==> src/rtl/sbt_pkg.sv <==
package sbt_pkg;

  typedef enum logic [1:0] {
    ST_IDLE = 2'd0,
    ST_WAIT = 2'd1,
    ST_ACK  = 2'd2
  } sbt_state_e;

  localparam logic [1:0] SZ_WORD = 2'b00;
  localparam logic [1:0] SZ_BYTE = 2'b01;
  localparam logic [1:0] SZ_HALF = 2'b10;

  // Big-endian lane enables: bit 3 covers data[31:24] (offset 0).
  function automatic logic [3:0] lanes_for(input logic [1:0] size,
                                           input logic [1:0] offs);
    logic [3:0] be;
    case (size)
      SZ_BYTE: be = 4'b1000 >> offs;
      SZ_HALF: be = offs[1] ? 4'b0011 : 4'b1100;
      default: be = 4'b1111;
    endcase
    return be;
  endfunction

  function automatic logic addr_hits(input logic [31:0] addr,
                                     input logic [31:0] base,
                                     input int unsigned win_bits);
    return (addr >> win_bits) == (base >> win_bits);
  endfunction

endpackage

==> src/rtl/sbt_start_decode.sv <==
module sbt_start_decode #(
  parameter logic [31:0] BASE_ADDR = 32'h8000_0000,
  parameter int unsigned WIN_BITS  = 16
) (
  input  logic [31:0] addr_i,
  input  logic        start_n_i,
  input  logic        idle_i,
  output logic        hit_o,
  output logic        accept_o
);
  import sbt_pkg::*;

  always_comb begin
    hit_o    = addr_hits(addr_i, BASE_ADDR, WIN_BITS);
    accept_o = !start_n_i && idle_i && hit_o;
  end
endmodule

==> src/rtl/sbt_cycle_ctl.sv <==
module sbt_cycle_ctl #(
  parameter int unsigned WAIT_STATES = 1
) (
  input  logic clk,
  input  logic rst_n,
  input  logic accept_i,
  input  logic busy_n_i,
  output logic idle_o,
  output logic waiting_o,
  output logic ack_o,
  output logic abort_o
);
  import sbt_pkg::*;

  localparam int unsigned CW = 4;
  localparam logic [CW-1:0] WS = CW'(WAIT_STATES);

  sbt_state_e  state_q;
  logic [CW-1:0] cnt_q;

  always_comb begin
    idle_o    = (state_q == ST_IDLE);
    waiting_o = (state_q == ST_WAIT);
    ack_o     = (state_q == ST_ACK);
    abort_o   = waiting_o && busy_n_i;
  end

  always_ff @(posedge clk) begin
    if (!rst_n) begin
      state_q <= ST_IDLE;
      cnt_q   <= '0;
    end else begin
      case (state_q)
        ST_IDLE: if (accept_i) begin
          cnt_q   <= WS;
          state_q <= (WS == '0) ? ST_ACK : ST_WAIT;
        end
        ST_WAIT: begin
          if (abort_o)               state_q <= ST_IDLE;
          else if (cnt_q <= 4'd1)    state_q <= ST_ACK;
          else                       cnt_q   <= cnt_q - 4'd1;
        end
        default:                     state_q <= ST_IDLE;
      endcase
    end
  end
endmodule

==> src/rtl/sbt_lane_gen.sv <==
module sbt_lane_gen (
  input  logic [1:0] size_i,
  input  logic [1:0] offs_i,
  output logic [3:0] be_o
);
  import sbt_pkg::*;

  always_comb be_o = lanes_for(size_i, offs_i);
endmodule

==> src/rtl/sbus_target.sv <==
module sbus_target #(
  parameter int unsigned WAIT_STATES = 1,
  parameter logic [31:0] BASE_ADDR   = 32'h8000_0000,
  parameter int unsigned WIN_BITS    = 16
) (
  input  logic        clk,
  input  logic        rst_n,
  input  logic [31:0] bus_addr_i,
  input  logic        bus_start_n_i,
  input  logic        bus_read_i,
  input  logic [1:0]  bus_size_i,
  input  logic [1:0]  bus_ttype_i,
  input  logic        bus_busy_n_i,
  input  logic [31:0] bus_wdata_i,
  output logic [31:0] bus_rdata_o,
  output logic        bus_rdata_oe_o,
  output logic        bus_ack_n_o,
  output logic        reg_req_o,
  output logic        reg_we_o,
  output logic [31:0] reg_addr_o,
  output logic [3:0]  reg_be_o,
  output logic [1:0]  reg_ttype_o,
  output logic [31:0] reg_wdata_o,
  input  logic [31:0] reg_rdata_i
);

  // Named internal events, visible to the checker.
  logic win_hit;
  logic start_accept;
  logic cyc_idle;
  logic cyc_wait;
  logic cyc_ack;
  logic cyc_abort;

  logic [31:0] addr_q;
  logic [1:0]  size_q;
  logic [1:0]  ttype_q;
  logic        read_q;

  sbt_start_decode #(.BASE_ADDR(BASE_ADDR), .WIN_BITS(WIN_BITS)) u_dec (
    .addr_i    (bus_addr_i),
    .start_n_i (bus_start_n_i),
    .idle_i    (cyc_idle),
    .hit_o     (win_hit),
    .accept_o  (start_accept)
  );

  sbt_cycle_ctl #(.WAIT_STATES(WAIT_STATES)) u_ctl (
    .clk       (clk),
    .rst_n     (rst_n),
    .accept_i  (start_accept),
    .busy_n_i  (bus_busy_n_i),
    .idle_o    (cyc_idle),
    .waiting_o (cyc_wait),
    .ack_o     (cyc_ack),
    .abort_o   (cyc_abort)
  );

  always_ff @(posedge clk) begin
    if (!rst_n) begin
      addr_q  <= '0;
      size_q  <= '0;
      ttype_q <= '0;
      read_q  <= 1'b0;
    end else if (start_accept) begin
      addr_q  <= bus_addr_i;
      size_q  <= bus_size_i;
      ttype_q <= bus_ttype_i;
      read_q  <= bus_read_i;
    end
  end

  sbt_lane_gen u_lanes (
    .size_i (size_q),
    .offs_i (addr_q[1:0]),
    .be_o   (reg_be_o)
  );

  always_comb begin
    bus_ack_n_o    = !cyc_ack;
    reg_req_o      = cyc_ack;
    reg_we_o       = cyc_ack && !read_q;
    reg_addr_o     = addr_q;
    reg_ttype_o    = ttype_q;
    reg_wdata_o    = bus_wdata_i;
    bus_rdata_oe_o = cyc_ack && read_q;
    bus_rdata_o    = bus_rdata_oe_o ? reg_rdata_i : '0;
  end

endmodule

==> config.mk <==
export PLATFORM = sky130hd
export DESIGN_NAME = sbus_target
export DESIGN_NICKNAME = d
export VERILOG_FILES = /design/src/rtl/sbt_pkg.sv /design/src/rtl/sbt_start_decode.sv /design/src/rtl/sbt_cycle_ctl.sv /design/src/rtl/sbt_lane_gen.sv /design/src/rtl/sbus_target.sv
export SDC_FILE = /design/constraint.sdc
export NUM_CORES = 1
export LEC_CHECK = 0
export ABC_AREA = 1
export BUFFER_PORTS_ARGS = -buffer_cell sky130_fd_sc_hd__buf_2
export CAP_MARGIN = 20
export CORE_AREA = 2 2 82 84
export DETAILED_ROUTE_END_ITERATION = 10
export DIE_AREA = 0 0 84 86
export PLACE_DENSITY = 0.9
export SYNTH_ARGS = -nofsm -noshare
export SYNTH_HDL_FRONTEND = slang
export SYNTH_HIERARCHICAL = 1
export SYNTH_SLANG_ARGS = --single-unit
==> constraint.sdc <==
create_clock -name clk -period 1.9 [get_ports clk]
set_input_delay 0.38 -clock clk [delete_from_list [all_inputs] [get_ports clk]]
set_output_delay 0.38 -clock clk [all_outputs]
set_load 0.02 [all_outputs]
# Yosys cells after proc, flatten, opt, wreduce, memory -nomap -nowiden
# Index checks and enable logic that the tools add are counted.
# totals
ff_bits	43
inputBits	105
out_inout_bits	106
word_cells	41
# classes
addsub	1
order_cmp	1
n_eq_ne	9
shift	1
n_mux	11
n_reduce_logical	12
# ops
cell	count
two-way mux 32 bit	1
== test 16 bit, second input constant	1
two-way mux 4 bit	4
case mux 4 bit (2 select lines)	2
two-way mux 2 bit	3
!= test 2 bit, second input constant	3
logical AND 1 bit	5
== test 2 x 1 -> 1 bit, second input constant	2
== test 2 bit, second input constant	2
less-or-equal comparator 4 x 1 -> 1 bit, second input constant	1
case mux 2 bit (2 select lines)	1
AND reduction 4 bit	1
right shift 4 x 2 -> 4 bit, first input constant	1
subtractor 4 x 1 -> 4 bit, second input constant	1
logical NOT 1 bit	3
!= test 3 x 1 -> 1 bit, second input constant	1
logical NOT 2 bit	1
AND reduction 2 bit	1
nonzero test 2 bit	1

# Logic depth before layout (Yosys ltp)
# Gate-level depths: netlist (run 1).
# logic_depth
word_depth	5
ltp_mapped	12
mapped_depth_nobuf	12

# Cells and area by module
# Netlist (run 1), hierarchy kept.
# modules_own_cells
module	instances	cells_each	area_each_um2	seq_area_each_um2
sbus_target	1	337	2037.0	740.7
sbt_cycle_ctl	1	55	376.6	120.1
sbt_lane_gen	1	17	93.8	0.0
sbt_start_decode	1	20	77.6	0.0

# Worst setup path before layout (run 1)
# No wires, ideal clock.
# synth_timing
path_type	reg-to-output
startpoint	register u_ctl.state_q[1]
endpoint	output port bus_rdata_o[22]
arrival_time_ps	1476
required_time_ps	1520
setup_slack_ps	44
stages_incl_launch_ff	6
n_path_buf	1
path_cell_list	dfxtp_1 -> inv_1 -> nor2_1 -> nand2_1 -> buf_2 -> nor2_1
# synth_between
elab_chain_cells	3
# synth_lines
item	line_no	source
from (decl)	sbt_cycle_ctl.sv:18	sbt_state_e state_q;
from (signal assigned)	sbt_cycle_ctl.sv:36	state_q <= (WS == '0) ? ST_ACK : ST_WAIT;
== test 2 bit	sbt_cycle_ctl.sv:24	ack_o = (state_q == ST_ACK);
named net reg_req_o	sbus_target.sv:18	output logic reg_req_o,
logical AND 1 bit	sbus_target.sv:86	bus_rdata_oe_o = cyc_ack && read_q;
two-way mux 32 bit	sbus_target.sv:87	bus_rdata_o = bus_rdata_oe_o ? reg_rdata_i : '0;
to (decl)	sbus_target.sv:15	output logic [31:0] bus_rdata_o,
# The timed path passes the listed nets, and every way through them passes these cells.

# Worst setup path in the final report (run 1)
# layout_timing
startpoint	register u_ctl.state_q[1]
endpoint	output port bus_rdata_o[11]
# layout_between
elab_chain_cells	3
# layout_lines
item	line_no
== test 2 bit	sbt_cycle_ctl.sv:24
logical AND 1 bit	sbus_target.sv:86
two-way mux 32 bit	sbus_target.sv:87
# Every way passes these cells.

==> results of run 1 <==
## flip-flops by register name, indices dropped and copies added (netlist names)
register,flops
read_q,1
u_ctl/cnt_q,4
u_ctl/state_q,2
reg_addr_o,32
size_q,2
reg_ttype_o,2
## worst max-delay path, stage by stage, from the launching register on
cell,delay (ns)
dfxtp_4,0.38
inv_1,0.07
nor2_4,0.11
nand2_2,0.08
buf_8,0.16
nor2_1,0.14
buf_4,0.17
## through the flow
stage                     util, %  hold slack, ns
after floorplan                 -           0.459
after global placement       49.8           0.455
after detailed placement     49.8           0.461
after CTS                    52.2           0.243
after global routing         52.6           0.247
final                        52.8           0.250
## worst paths after layout
check	cells past startpoint	start	slack, ns	endpoint
hold / removal	2	bus_busy_n_i	0.25	u_ctl/state_q[1]$_SDFFE_PN0P_
setup / recovery	6	u_ctl/state_q[1]$_SDFFE_PN0P_	0.11	bus_rdata_o[11]
hold reg to reg	2	reg_addr_o[17]$_SDFFE_PN0P_	0.47	reg_addr_o[17]$_SDFFE_PN0P_
setup reg to reg	7	u_ctl/state_q[0]$_SDFFE_PN0P_	0.50	u_ctl/cnt_q[3]$_SDFFE_PN0P_
## final cells by class
class / count / area (um2)
diodes: 4 / 10.0
clock buffers: 5 / 68.8
clock inverters: 3 / 71.3
fillers: 646 / 2970
inverters: 90 / 338
multi-input cells: 247 / 1050
flip-flops and latches: 43 / 865
well taps: 77 / 96.3
repair buffers: 151 / 811
## where the power goes
| part | total (mW) | switching, mW | internal [mW] |
|---|---|---|---|
| combinational | 0.155 | 0.0753 | 0.0799 |
| sequential | 0.899 | 0.00000833 | 0.899 |
| clock | 0.869 | 0.335 | 0.534 |
| total | 1.92 | 0.410 | 1.51 |
## layer usage
| metal | wire length [um] | vias up | GRT usage, % |
|---|---|---|---|
| met5 | 41 | - | 0 |
| met4 | 50 | 6 | 3.23 |
| met3 | 957 | 12 | 11.9 |
| met2 | 3380 | 136 | 33.2 |
| met1 | 2690 | 1106 | 19.9 |
| li1 | - | 1399 | - |
## cells in the final DEF, fill, tap and decap left out
master / n
buf_2: 142
nor2_1: 122
nand2_1: 93
inv_1: 87
dfxtp_1: 42
nand3_1: 9
buf_4: 6
clkbuf_8: 5
diode_2: 4
ha_1: 4
nor2_2: 3
inv_2: 3
nor2_4: 3
nor3_1: 3
nand2_2: 2
bufinv_16: 2
buf_12: 2
nand2_4: 2
a21oi_1: 2
inv_8: 1
buf_8: 1
nand3_4: 1
nand4_1: 1
o21ai_1: 1
dfxtp_4: 1
a21oi_2: 1
## repair_timing
| action | CTS | global route |
|---|---|---|
| gates resized for setup | 6 | 7 |
| buffers inserted | 0 | 0 |
| endpoints found under the setup margin | 24 | 26 |
| gates cloned | 0 | 0 |
| pin swaps | 0 | 0 |
==> results.json, run 1 <==
{
  "wirelength_mm": 7.12,
  "timing.final.ws_setup_ns": 0.110,
  "cts_hold_repair.buffers": 0,
  "clk_pin_slew_ns": 0.09,
  "rsz0062_at_grt": "false",
  "fin_worst_skew_ns": 0.00828,
  "outcome": "completed",
  "finalCritPeriodShare_pct": 94.2,
  "drt_iter0_markers": 81,
  "vdd_ir_drop_max_uv": 421,
  "layout-drive-gt1-share_pct": 32.5,
  "vias": 2659,
  "viasPerCell": 4.29,
  "finalNonFillerCells": 620,
  "dpl.hpwl_mm": 5.96,
  "drc": 0,
  "yosys_warnings": 6,
  "gp_congestion": 0.755,
  "drv_cap": 0,
  "synth.net_count": 536,
  "worstMarginPinSlew_ns": 0.368,
  "timing.fmax_mhz": 559,
  "p_leak_nw": 2.00,
  "track_usage_pct": 19.1,
  "report.final.slew_viol_count": 0,
  "netlist_instances": 427,
  "synthToLayoutAreaGrowth_pct": 28.5,
  "crit_required_ns": 1.52,
  "place_area_um2": 3130,
  "avgSynthCellArea_um2": 6.04,
  "clockBufferDepth": 2,
  "netlist_area_um2": 2580,
  "hold_viol_final": 0,
  "dieArea_um2": 7220,
  "grt_pass1_wl_mm": 11.2,
  "nets": 647,
  "cts_buffers": 5,
  "initial_utilization_pct": 41.1,
  "stdcell_area_um2": 3310,
  "route.antenna.remaining_nets": 0,
  "core_um2": 6280,
  "dp.cells": 608,
  "clk_latency_ns": 0.30,
  "core.rowCount": 29,
  "dp_slack_ns": 0.164,
  "grt_max_degree": 53,
  "p_per_area_nw_per_um2": 581,
  "cts-root-buf": "clkbuf_8",
  "finalSetupTns_ns": 0,
  "finalCriticalPeriod_ns": 1.79,
  "antenna_found_initial": 7,
  "grt_pass1_vias": 2407,
  "end_kind": "output pin",
  "wl_per_cell_um": 11.5,
  "overflow": 0,
  "critPathKind": "register to output pin",
  "max-slew-margin-rel_pct": 75.4,
  "clock-sinks": 43,
  "cts_tree": "yes",
  "hp-class": "primary input to register",
  "setup_viol": 0,
  "crit_arrival_ns": 1.41,
  "p_total_mw": 1.92,
  "die_width_um": 84,
  "firstDrtPassIters": 4,
  "ios": 211,
  "io_buffers": 146,
  "crit_path_max_fanout": 24,
  "htreeDepth": 2,
  "fp.dieH_um": 86,
  "start_kind": "register"
}
Note: power is estimated with default switching activity, not from simulation.
==> run 2: changes to the inputs <==
--- a/config.mk
+++ b/config.mk
@@ -8,11 +8,10 @@
 export ABC_AREA = 1
 export BUFFER_PORTS_ARGS = -buffer_cell sky130_fd_sc_hd__buf_2
 export CAP_MARGIN = 20
-export CORE_AREA = 2 2 82 84
+export CORE_MARGIN = 2
+export CORE_UTILIZATION = 41
 export DETAILED_ROUTE_END_ITERATION = 10
-export DIE_AREA = 0 0 84 86
-export PLACE_DENSITY = 0.9
+export PLACE_DENSITY = 0.92
 export SYNTH_ARGS = -nofsm -noshare
 export SYNTH_HDL_FRONTEND = slang
-export SYNTH_HIERARCHICAL = 1
 export SYNTH_SLANG_ARGS = --single-unit
==> run 2 against run 1 <==
The flow now finishes with violations (negative setup slack). Final cell count down 14%. Via count shrank 8.9%. Area after synthesis shrank 4.9%. Hold slack improved by 0.12 ns. Non-clock buffer count up 5.
==> results.json, run 2 <==
{
  "outcome": "finished, violations left",
  "failed_checks": "negative setup slack",
  "synth_edf_count": 0,
  "cts-root-buf": "clkbuf_8",
  "timing.fmax_mhz": 520,
  "core.rowCount": 28,
  "crit_required_ns": 1.52,
  "dpl.hpwl_mm": 6.14,
  "grt_max_degree": 24,
  "fin_worst_skew_ns": 0.00449,
  "core_um2": 5850,
  "end_kind": "output pin",
  "rsz0062_at_grt": "true",
  "netlist_area_um2": 2450,
  "yosys_warnings": 0,
  "hp-class": "primary input to register",
  "start_kind": "register",
  "r2r-end": "u_ctl.cnt_q[3]$_SDFFE_PN0P_",
  "clk_pin_slew_ns": 0.08,
  "dieArea_um2": 6610,
  "ios": 211,
  "finalCritPeriodShare_pct": 101,
  "clockBufferDepth": 2,
  "netlist_top_cells_area": "dfxtp_1 35%, inv_1 12%, nor2_1 11%, nor3b_2 10%, buf_4 9.8%",
  "fp.dieH_um": 81.3,
  "gp_congestion": 0.863,
  "avgSynthCellArea_um2": 7.19,
  "startpoint": "u_ctl.state_q[1]$_SDFFE_PN0P_",
  "vdd_ir_drop_max_uv": 484,
  "synthToLayoutAreaGrowth_pct": 38.0,
  "critPathCapture": "bus_rdata_o[28]",
  "ys_ff_latch": 43,
  "clock-sinks": 43,
  "final_cell_mix": "118 x buf_2, 80 x inv_1, 49 x nor2_1, 42 x dfxtp_1, 33 x nand2_1",
  "vias": 2422,
  "firstDrtPassIters": 4,
  "crit_arrival_ns": 1.54,
  "reg2reg_slack_ns": 0.43,
  "p_per_area_nw_per_um2": 519,
  "r2r_start": "u_ctl.cnt_q[0]$_SDFFE_PN0P_",
  "cts_buffers": 5,
  "timing.final.ws_setup_ns": -0.0213,
  "finalCriticalPeriod_ns": 1.92,
  "layout-drive-gt1-share_pct": 46.7,
  "seq_area_um2": 862,
  "synth_top_area_share_pct": 35.1,
  "fillers": 538,
  "antenna_found_initial": 0,
  "yosysSeqAreaShare_pct": 35.1,
  "p_leak_nw": 2.05,
  "finalSetupTns_ns": -0.0325,
  "worstMarginPinSlew_ns": 0.422,
  "max-slew-margin-rel_pct": 71.8,
  "antenna-diode-count": 0,
  "synth.net_count": 450,
  "largest_reg_flops": 32,
  "synth-main-ff-cell": "dfxtp_1",
  "wl_per_cell_um": 14.4,
  "critPathKind": "register to output pin",
  "setup_viol": 2,
  "drv_cap": 0,
  "multi_input_area_um2": 1040,
  "die_width_um": 81.3,
  "viasPerCell": 4.53,
  "netlist_instances": 341,
  "clk_latency_ns": 0.29,
  "synth_common_cells": "81 x inv_1, 71 x nor2_1, 43 x dfxtp_1, 33 x nand2_1, 32 x buf_4",
  "ff2ff_path_depth": 8,
  "initial_utilization_pct": 41.9,
  "track_usage_pct": 22.8,
  "cts_tree": "yes",
  "synthArstFlopShare_pct": 0,
  "wirelength_mm": 7.68,
  "stdcell_area_um2": 3380,
  "synth_most_common_cell": "inv_1",
  "htreeDepth": 2,
  "report.final.slew_viol_count": 0,
  "nets": 568,
  "place_area_um2": 3060,
  "route.antenna.remaining_nets": 0,
  "drt_iter0_markers": 84,
  "mostFrequentLayoutCell": "buf_2",
  "grt_pass1_vias": 2354,
  "overflow": 0,
  "drc": 0,
  "io_buffers": 146,
  "crit_path_max_fanout": 13,
  "synth.distinct_cells": 24,
  "grt_pass1_wl_mm": 11.2,
  "hold_viol_final": 0,
  "synth_top_cell_by_area": "dfxtp_1"
}
==> run 2: final cells by class <==
cell class / instances / area share, %
Tap cell: 75 / 2.77
Inverter: 82 / 9.25
Timing Repair Buffer: 156 / 28.5
Sequential cell: 43 / 25.5
Multi-Input combinational cell: 171 / 30.6
Clock buffer: 5 / 2.03
Clock inverter: 3 / 1.29
==> run 2: routing by layer <==
layer / global-route usage [%] / vias to the layer above / part of all wire, %
met3: 7.89 / 4 / 8.8
li1: - / 1197 / -
met2: 40.4 / 118 / 51
met1: 26.7 / 1103 / 40
met5: 0 / - / 0
met4: 4.24 / 0 / 0.27
==> run 2: cell families (layout without fill, tap and decap cells) <==
kind of cell               count (synthesis)  in the layout  share of synthesized area [%]
buffers and inverters                    127            246                           26.5
and+or+nand+nor                          159            159                           34.3
adders and majority gates                  4              4                           2.04
xor gates and xnor gates                   2              2                          0.715
DFF                                       43             43                           35.1
AOI/OAI and AO/OA                          6              6                           1.33
==> run 2: power breakdown <==
part | internal, mW | leakage [nW] | switching [mW] | total (mW)
combinational | 0.0667 | 1.65 | 0.0709 | 0.138
clock | 0.392 | 0.0581 | 0.327 | 0.719
sequential | 0.900 | 0.347 | 0.00000473 | 0.900
total | 1.36 | 2.05 | 0.398 | 1.76
==> run 2: metrics by stage <==
step	cells	total power, mW	utilization [%]	hold WS [ns]	setup WS, ns
2_1_floorplan	341	1.06	-	0.461	-0.0883
3_3_place_gp	523	1.05	52.2	0.436	0.242
3_5_place_dp	523	1.05	52.2	0.445	0.152
4_1_cts	531	1.77	55.1	0.360	0.0116
5_1_grt	535	1.83	57.8	0.367	-0.108
6_report	535	1.76	57.8	0.370	-0.0213
==> run 2: worst min-delay path by stage <==
stage	from	end	depth (start not counted)
2_1_floorplan	u_ctl.cnt_q[0]$_SDFFE_PN0P_	u_ctl.cnt_q[0]$_SDFFE_PN0P_	2
6_report	bus_ttype_i[0]	reg_ttype_o[0]$_SDFFE_PN0P_	3
4_1_cts	bus_addr_i[12]	reg_addr_o[12]$_SDFFE_PN0P_	3
5_1_grt	bus_ttype_i[0]	reg_ttype_o[0]$_SDFFE_PN0P_	3
3_3_place_gp	reg_addr_o[18]$_SDFFE_PN0P_	reg_addr_o[18]$_SDFFE_PN0P_	2
3_5_place_dp	reg_addr_o[31]$_SDFFE_PN0P_	reg_addr_o[31]$_SDFFE_PN0P_	2
==> run 2: what timing repair did <==
item / in CTS / in global routing
pin swaps: 0 / 2
hold buffers: 0 / 0
setup buffers: 0 / 2
cloned: 0 / 2
setup endpoints to repair: 22 / 25
gates resized for setup: 17 / 36
==> run 2: critical path, stage by stage (launching register included) <==
cell	delay (ns)
dfxtp_2	0.34
inv_1	0.05
nor2_2	0.13
inv_2	0.07
nor2_4	0.15
inv_6	0.08
clkbuf_16	0.17
nor2_2	0.10
buf_4	0.16
